--- config.mk ---
export PLATFORM = sky130hd
export DESIGN_NAME = uart_addr_rx
export DESIGN_NICKNAME = d
export VERILOG_FILES = /design/src/rtl/rx_pkg.sv /design/src/rtl/rx_sync.sv /design/src/rtl/rx_frame.sv /design/src/rtl/rx_buf.sv /design/src/rtl/uart_addr_rx.sv
export SDC_FILE = /design/constraint.sdc
export NUM_CORES = 1
export LEC_CHECK = 0
export ABC_CLOCK_PERIOD_IN_PS = 5040
export BUFFER_PORTS_ARGS = -buffer_cell sky130_fd_sc_hd__buf_2
export CAP_MARGIN = 20
export CORE_MARGIN = 3
export CORE_UTILIZATION = 35
export CTS_CLUSTER_DIAMETER = 80
export DETAILED_ROUTE_END_ITERATION = 8
export SYNTH_ARGS = -nofsm -noshare
export SYNTH_HDL_FRONTEND = slang
export SYNTH_HIERARCHICAL = 1
export SYNTH_SLANG_ARGS = --single-unit
export TNS_END_PERCENT = 30
--- constraint.sdc ---
create_clock -name clk_i -period 5.04 [get_ports clk_i]
set_input_delay 1.008 -clock clk_i [delete_from_list [all_inputs] [get_ports clk_i]]
set_output_delay 1.008 -clock clk_i [all_outputs]
set_load 0.02 [all_outputs]
--- src/rtl/rx_pkg.sv ---
package rx_pkg;
  parameter int unsigned RX_DATA_W = 8;

  typedef struct packed {
    logic                 ferr;
    logic                 b9;
    logic [RX_DATA_W-1:0] data;
  } rx_entry_t;

  typedef enum logic [1:0] {
    ST_IDLE  = 2'd0,
    ST_START = 2'd1,
    ST_DATA  = 2'd2,
    ST_STOP  = 2'd3
  } rx_state_e;
endpackage

--- src/rtl/rx_sync.sv ---
module rx_sync #(
  parameter int unsigned STAGES = 2
) (
  input  logic clk_i,
  input  logic rst_ni,
  input  logic d_i,
  output logic q_o
);
  logic [STAGES-1:0] sr_q;

  always_ff @(posedge clk_i or negedge rst_ni) begin
    if (!rst_ni) sr_q <= '1;
    else         sr_q <= {sr_q[STAGES-2:0], d_i};
  end

  assign q_o = sr_q[STAGES-1];
endmodule

--- src/rtl/rx_frame.sv ---
module rx_frame
  import rx_pkg::*;
#(
  parameter int unsigned OSR = 16
) (
  input  logic      clk_i,
  input  logic      rst_ni,
  input  logic      clr_i,
  input  logic      tick_i,
  input  logic      rxd_i,
  input  logic      nine_i,
  output logic      done_o,
  output rx_entry_t entry_o
);
  localparam int unsigned CNT_W = $clog2(OSR);
  localparam int unsigned SH_W  = RX_DATA_W + 1;
  localparam int unsigned IDX_W = $clog2(SH_W + 1);
  localparam logic [CNT_W-1:0] MID  = CNT_W'(OSR / 2 - 1);
  localparam logic [CNT_W-1:0] LAST = CNT_W'(OSR - 1);

  rx_state_e        state_q;
  logic [CNT_W-1:0] cnt_q;
  logic [IDX_W-1:0] idx_q;
  logic [SH_W-1:0]  sh_q;
  logic             nine_q;
  logic [IDX_W-1:0] last_idx;

  assign last_idx = nine_q ? IDX_W'(RX_DATA_W) : IDX_W'(RX_DATA_W - 1);

  always_ff @(posedge clk_i or negedge rst_ni) begin
    if (!rst_ni) begin
      state_q <= ST_IDLE;
      cnt_q   <= '0;
      idx_q   <= '0;
      sh_q    <= '0;
      nine_q  <= 1'b0;
      done_o  <= 1'b0;
      entry_o <= '0;
    end else if (clr_i) begin
      state_q <= ST_IDLE;
      cnt_q   <= '0;
      idx_q   <= '0;
      done_o  <= 1'b0;
    end else begin
      done_o <= 1'b0;
      if (tick_i) begin
        unique case (state_q)
          ST_IDLE: if (!rxd_i) begin
            state_q <= ST_START;
            cnt_q   <= '0;
            nine_q  <= nine_i;
          end
          ST_START: if (cnt_q == MID) begin
            cnt_q   <= '0;
            idx_q   <= '0;
            state_q <= rxd_i ? ST_IDLE : ST_DATA;  // glitch returns to idle
          end else begin
            cnt_q <= cnt_q + 1'b1;
          end
          ST_DATA: if (cnt_q == LAST) begin
            cnt_q <= '0;
            sh_q  <= {rxd_i, sh_q[SH_W-1:1]};
            if (idx_q == last_idx) state_q <= ST_STOP;
            else                   idx_q   <= idx_q + 1'b1;
          end else begin
            cnt_q <= cnt_q + 1'b1;
          end
          ST_STOP: if (cnt_q == LAST) begin
            cnt_q   <= '0;
            state_q <= ST_IDLE;
            done_o  <= 1'b1;
            entry_o.ferr <= !rxd_i;
            entry_o.b9   <= nine_q & sh_q[SH_W-1];
            entry_o.data <= nine_q ? sh_q[RX_DATA_W-1:0] : sh_q[SH_W-1:1];
          end else begin
            cnt_q <= cnt_q + 1'b1;
          end
          default: state_q <= ST_IDLE;
        endcase
      end
    end
  end
endmodule

--- src/rtl/rx_buf.sv ---
module rx_buf
  import rx_pkg::*;
#(
  parameter int unsigned DEPTH = 2
) (
  input  logic      clk_i,
  input  logic      rst_ni,
  input  logic      clr_i,
  input  logic      push_i,
  input  rx_entry_t din_i,
  input  logic      pop_i,
  output rx_entry_t head_o,
  output logic      empty_o,
  output logic      full_o
);
  localparam int unsigned PTR_W = (DEPTH > 1) ? $clog2(DEPTH) : 1;
  localparam int unsigned CNT_W = $clog2(DEPTH + 1);
  localparam logic [PTR_W-1:0] PTR_MAX = PTR_W'(DEPTH - 1);

  rx_entry_t        mem_q [DEPTH];
  logic [PTR_W-1:0] wr_q, rd_q;
  logic [CNT_W-1:0] cnt_q;
  logic             do_push, do_pop;

  assign empty_o = (cnt_q == '0);
  assign full_o  = (cnt_q == CNT_W'(DEPTH));
  assign do_push = push_i && !full_o;
  assign do_pop  = pop_i && !empty_o;
  assign head_o  = mem_q[rd_q];

  always_ff @(posedge clk_i or negedge rst_ni) begin
    if (!rst_ni) begin
      wr_q  <= '0;
      rd_q  <= '0;
      cnt_q <= '0;
    end else if (clr_i) begin
      wr_q  <= '0;
      rd_q  <= '0;
      cnt_q <= '0;
    end else begin
      if (do_push) wr_q <= (wr_q == PTR_MAX) ? '0 : wr_q + 1'b1;
      if (do_pop)  rd_q <= (rd_q == PTR_MAX) ? '0 : rd_q + 1'b1;
      cnt_q <= cnt_q + CNT_W'(do_push) - CNT_W'(do_pop);
    end
  end

  for (genvar g = 0; g < DEPTH; g++) begin : g_slot
    always_ff @(posedge clk_i or negedge rst_ni) begin
      if (!rst_ni)                           mem_q[g] <= '0;
      else if (do_push && wr_q == PTR_W'(g)) mem_q[g] <= din_i;
    end
  end
endmodule

--- src/rtl/uart_addr_rx.sv ---
module uart_addr_rx
  import rx_pkg::*;
#(
  parameter int unsigned OSR   = 16,
  parameter int unsigned DEPTH = 2
) (
  input  logic                 clk_i,
  input  logic                 rst_ni,
  input  logic                 tick_i,
  input  logic                 rxd_i,
  input  logic                 port_en_i,
  input  logic                 nine_bit_i,
  input  logic                 rx_en_i,
  input  logic                 addr_det_i,
  input  logic                 rd_i,
  output logic [RX_DATA_W-1:0] data_o,
  output logic                 bit9_o,
  output logic                 ferr_o,
  output logic                 oerr_o,
  output logic                 rdy_o
);
  logic      rxd_s, port_clr, eng_clr;
  logic      done, keep, push, full, empty;
  rx_entry_t frm, head;

  assign port_clr = !port_en_i;
  assign eng_clr  = port_clr || !rx_en_i;

  rx_sync #(.STAGES(2)) u_sync (
    .clk_i(clk_i), .rst_ni(rst_ni), .d_i(rxd_i), .q_o(rxd_s)
  );

  rx_frame #(.OSR(OSR)) u_frame (
    .clk_i(clk_i), .rst_ni(rst_ni), .clr_i(eng_clr), .tick_i(tick_i),
    .rxd_i(rxd_s), .nine_i(nine_bit_i), .done_o(done), .entry_o(frm)
  );

  // address filter applies only in 9-bit mode
  assign keep = !(nine_bit_i && addr_det_i) || frm.b9;
  assign push = done && keep && !oerr_o && !full;

  always_ff @(posedge clk_i or negedge rst_ni) begin
    if (!rst_ni)                            oerr_o <= 1'b0;
    else if (eng_clr)                       oerr_o <= 1'b0;
    else if (done && keep && full)          oerr_o <= 1'b1;
  end

  rx_buf #(.DEPTH(DEPTH)) u_buf (
    .clk_i(clk_i), .rst_ni(rst_ni), .clr_i(port_clr), .push_i(push),
    .din_i(frm), .pop_i(rd_i), .head_o(head), .empty_o(empty), .full_o(full)
  );

  assign rdy_o  = !empty;
  assign data_o = empty ? '0 : head.data;
  assign bit9_o = !empty && head.b9;
  assign ferr_o = !empty && head.ferr;
endmodule

; Yosys cells after proc, flatten, opt, wreduce, memory -nomap -nowiden
; Index checks and enable logic that the tools add are counted.
[totals]
regBits = 58
word_cells = 119
[op_classes]
n_reduce_logical = 32
n_mux = 40
eq_ne = 15
order_cmp = 1
bitwise_logic = 5
add_sub_neg = 6
[op_table]
columns = op, n
row1 = $mux 4, 11
row2 = $mux 10, 3
row3 = $mux 2, 9
row4 = $mux 8, 2
row5 = $mux 1, 12
row6 = $ne 3x2->1 const B, 4
row7 = $pmux 4 s3, 1
row8 = $reduce_and 4->1, 3
row9 = $logic_and 1x1->1, 11
row10 = $add 4x1->4 const B, 2
row11 = $pmux 2 s4, 1
row12 = $pmux 4 s2, 1
row13 = $logic_not 1->1, 7
row14 = $eq 2x2->1 const B, 3
row15 = $ne 3x3->1 const B, 2
row16 = $reduce_and 6->1, 1
row17 = $reduce_and 5->1, 1
row18 = $eq 4x3->1 const B, 1
row19 = $eq 4x4->1, 1
row20 = $eq 4x4->1 const B, 1
row21 = $logic_not 2->1, 2
row22 = $ne 2x1->1 const B, 2
row23 = $reduce_bool 2->1, 2
row24 = $not 1->1, 3
row25 = 11 further kinds, 13

; Longest topological paths before layout
[depth]
depth_word = 10
mapped_depth = 10

; By module
; The synthesis kept the hierarchy.
[modules_own_cells]
columns = mod, area_per_inst_um2, instances, cells_each
row1 = rx_frame, 1496.4, 1, 143
row2 = rx_buf, 1106.1, 1, 77
row3 = uart_addr_rx, 143.9, 1, 20
row4 = rx_sync, 52.6, 1, 2

; Least setup slack after synthesis
; No wires, ideal clock.
[synth_timing]
path_type = input port to flip-flop
startpoint = input addr_det_i
endpoint = register u_buf.cnt_q[1]
arrival_time_ns = 2.387
slack_ns = 2.567
path_buffers = 0
stages = 9
setup_time_ns = 0.086
cell_sequence = and3b_1 -> nor4b_2 -> nand2_1 -> ha_1 -> inv_1 -> ha_1 -> xor2_1 -> and2_1 -> nor3_1
[synth_between]
elab_chain_len = 10
[synth_rtl]
columns = element, line
row1 = start: declaration, uart_addr_rx.sv:14  ; input logic addr_det_i,
row2 = $logic_and 1x1->1, uart_addr_rx.sv:39  ; assign keep = !(nine_bit_i && addr_det_i) || frm.b9;
row3 = $logic_not 1->1, uart_addr_rx.sv:39
row4 = $logic_or 1x1->1, uart_addr_rx.sv:39
row5 = $logic_and 1x1->1 (3 in series), uart_addr_rx.sv:40  ; assign push = done && keep && !oerr_o && !full;
row6 = named net push, uart_addr_rx.sv:23  ; logic done, keep, push, full, empty;
row7 = $logic_and 1x1->1, rx_buf.sv:27  ; assign do_push = push_i && !full_o;
row8 = $add 2x1->2, rx_buf.sv:43  ; cnt_q <= cnt_q + CNT_W'(do_push) - CNT_W'(do_pop);
row9 = $sub 2x1->2, rx_buf.sv:43
row10 = $mux 2, rx_buf.sv:36  ; end else if (clr_i) begin
row11 = end signal: assignment, rx_buf.sv:43
row12 = end: declaration, rx_buf.sv:22  ; logic [CNT_W-1:0] cnt_q;
; The timed path passes the listed nets, and every way through them passes these cells.
; A chain may end at the register's enable or synchronous reset.

==> results.md <==
- Status: finished, final reports clean
- Post-synth top area share: 0.501
- Max-cap violations: 0
- Via count of the first global-routing pass: 1764
- Hold crit path type: flip-flop to flip-flop
- Synth warn: 6
- Synth Net Count: between 200 and 300
- Crit path max-delay family: flip-flops
- GRT Total Usage: 0.120
- Final #Nets: 277
- Setup CP Type: flip-flop to output pin
- CP arrival: 1.70 ns
- Number of I/O pins: 21
- Synthesized area: around 2800 µm²
- Period minus WS final: about 2.7 ns
- Relative slew slack: 0.519
- Vias per inst: around 4.8
- CP endpoint kind: output pin
- Vias post-DR: 1775
- Post-cts resize count: 0
- TritonRoute pass-1 iters: 4
- Fmax: between 300 and 400 MHz
- Crit-path cells: mux2_2, nor2b_1, buf_2
- CTS Buffer Depth: 2
- Post-Syn Instances: 242
- Die area: 9110 µm²
- Inserted Clock Buffers: 9
- Crit path launch type: flip-flop
- Initial antenna violation count: 0
- Largest net degree at the start of global routing: 59
- Layout cell share with drive strength beyond 1: 0.331
- Peak VDD IR: 124 µV
- # hold bufs at CTS: 0
- Sink Count: between 50 and 60
- IO buf count: 20
- Hold_ws: roughly 0.36 ns
- Global-route wire length before repair: slightly above 8000 µm
- Cell leakage power: 1.54 nW
- DR WL/cell: 12.9 µm
- Antenna-violating nets left: 0
- Hpwl dp: roughly 3200 µm
- Gpl congestion: about 0.75
- Ant diodes: 0
- Worst-path clk slew: approximately 0.070 ns
- Core ar.: roughly 7500 µm²
- Slowest CP cell: dfrtp_1
- Setup_tns: 0 ns
- Die Ht: 95.4 µm
- Slowest stage delay, CP: ~0.66 ns
- CP Max Fanout: 11
- RSZ-0062 raised after global routing: no
- Fill count: 691
- Initial core utilization: 0.374
- Final clock skew: roughly 0.0063 ns
- Slew @ Worst Pin: just over 0.7 ns
- # setup viols final: 0
- Max-slew violations: 0
- Initial drt markers: 26
- Sequential-to-total area share from yosys stat: 0.519
- Fin crit share: 0.538
- Postcts setup bufs: 0
- Pwr Density: 305 nW/µm²
- Synth area leader: dfrtp_1
- Synth-to-layout area growth: 14.3%
- Cell variety after synth: between 40 and 50
- Routed wire length: 4740 µm
- Synth area leaders: dfrtp_1 50%, mux2_2 16%, mux2i_1 3.9%, nor2b_1 3.4%, nand2_1 3.0%
- Worst-Skew Late Latency: around 0.33 ns
- Global route overflow: 0
- CTS tree: done
- H-tree depth: 3
- Crit path required time: 4.03 ns
- Site Rows: 31
- Mean post-synth cell area: 11.6 µm²
- DRC viols: 0
- Die Span X: 95.4 µm
- Register bit count reported by yosys: 58
- Fin. Hold Viols: 0
- Buf/Inv on CP: 1
- Root buffer cell: clkbuf_8
==> cells in the mapped netlist (all sizes together) <==
| cell type | n |
|---|---|
| dfrtp | 56 |
| mux2 | 40 |
| nand2 | 22 |
| o21ai | 16 |
| nor2b | 15 |
| nor2 | 14 |
| mux2i | 11 |
| nand3 | 8 |
| clkbuf | 6 |
| inv | 6 |
| a21oi | 4 |
| buf | 4 |
| ha | 4 |
| and3 | 3 |
| nand4 | 3 |
| nor3 | 3 |
| nor4b | 3 |
| a22oi | 2 |
| dfstp | 2 |
| nand2b | 2 |
| or2 | 2 |
| xnor2 | 2 |
| a32oi | 1 |
| a41o | 1 |
| and2 | 1 |
| and3b | 1 |
| and4b | 1 |
| nor3b | 1 |
| nor4bb | 1 |
| o21a | 1 |
| o22ai | 1 |
| o2bb2a | 1 |
| or3 | 1 |
| or3b | 1 |
| or4 | 1 |
| xor2 | 1 |
==> power breakdown <==
| part | total (mW) | internal, mW | switching, mW |
|---|---|---|---|
| sequential | 0.480 | 0.469 | 0.0110 |
| combinational | 0.0328 | 0.0152 | 0.0175 |
| clock | 0.463 | 0.277 | 0.186 |
| total | 0.976 | 0.761 | 0.214 |
==> layout make-up <==
class	instances	area [µm²]	area share
clock buffers	9	124	0.0387
clock inverters	7	93.8	0.0293
inverters	6	22.5	0.00704
multi-input cells	168	1270	0.398
flip-flops and latches	58	1450	0.454
well taps	99	124	0.0387
repair buffers	21	108	0.0336
==> cell usage in the layout, fill, tap and decap left out, types with 8 or more instances in the layout <==
cell | Yosys | layout
mux2_2 | 39 | 39
dfrtp_1 | 56 | 56
buf_2 | 3 | 20
mux2i_1 | 11 | 11
nor2_1 | 13 | 13
o21ai_0 | 15 | 15
nor2b_1 | 15 | 15
clkbuf_8 | 0 | 9
nand2_1 | 22 | 22
nand3_1 | 8 | 8
==> logic make-up (layout without fill, tap and decap cells) <==
| family | Yosys count | after routing | share of synthesized area |
|---|---|---|---|
| AND/OR/NAND/NOR | 83 | 83 | 0.169 |
| buffers and inverters | 16 | 43 | 0.0255 |
| multiplexers | 51 | 51 | 0.202 |
| flip-flops | 58 | 58 | 0.519 |
| XOR/XNOR | 3 | 3 | 0.00939 |
| adder cells (fa/ha/maj) | 4 | 4 | 0.0179 |
| AO/OA/AOI/OAI | 27 | 27 | 0.0577 |
==> sequential cells by signal (all words and copies together), names as in the netlist <==
register / cells
oerr_o: 1
u_buf/mem_q: 20
u_frame/cnt_q: 4
u_buf/wr_q: 1
u_frame/idx_q: 4
u_frame/nine_q: 1
u_frame/done_o: 1
u_buf/rd_q: 1
u_frame/sh_q: 9
u_sync/sr_q: 2
u_frame/entry_o: 10
u_buf/cnt_q: 2
u_frame/state_q: 2
==> stage by stage <==
step	total power [mW]	cell area, µm²	instances	worst slack [ns]	util
floorplan	0.505	2800	242	2.57	-
global placement	0.522	2980	352	2.28	0.398
detailed placement	0.523	2980	352	2.26	0.398
CTS	0.995	3200	368	2.29	0.427
global route	1.02	3200	368	2.21	0.427
finish	0.976	3200	368	2.33	0.427
==> per-layer routing <==
| metal | wire length (µm) | global-route usage | share of wire | vias to the layer above |
|---|---|---|---|---|
| met5 | 0 | 0 | 0 | - |
| li1 | - | - | - | 900 |
| met2 | 2210 | 0.187 | 0.47 | 32 |
| met4 | 43 | 0.0569 | 0.0091 | 0 |
| met1 | 2290 | 0.152 | 0.48 | 838 |
| met3 | 199 | 0.0379 | 0.042 | 5 |
==> final timing paths <==
check                      cells past startpoint                        endpoint                startpoint  slack (ns)
min in group asynchronous                      2    u_frame/cnt_q[0]$_DFFE_PN0P_                    rst_ni        0.81
hold reg to reg                                0        u_sync/sr_q[1]$_DFF_PN1_  u_sync/sr_q[0]$_DFF_PN1_        0.36
max in group asynchronous                      2  u_frame/state_q[0]$_DFFE_PN0P_                    rst_ni        3.75
setup / recovery                               3                       data_o[3]    u_buf/rd_q$_DFFE_PN0P_        2.33
setup reg to reg                               6     u_buf/mem_q[15]$_DFFE_PN0P_  u_buf/cnt_q[1]$_DFF_PN0_        2.93
hold / removal                                 0        u_sync/sr_q[1]$_DFF_PN1_  u_sync/sr_q[0]$_DFF_PN1_        0.36
Note: power is estimated with default switching activity, not from simulation.
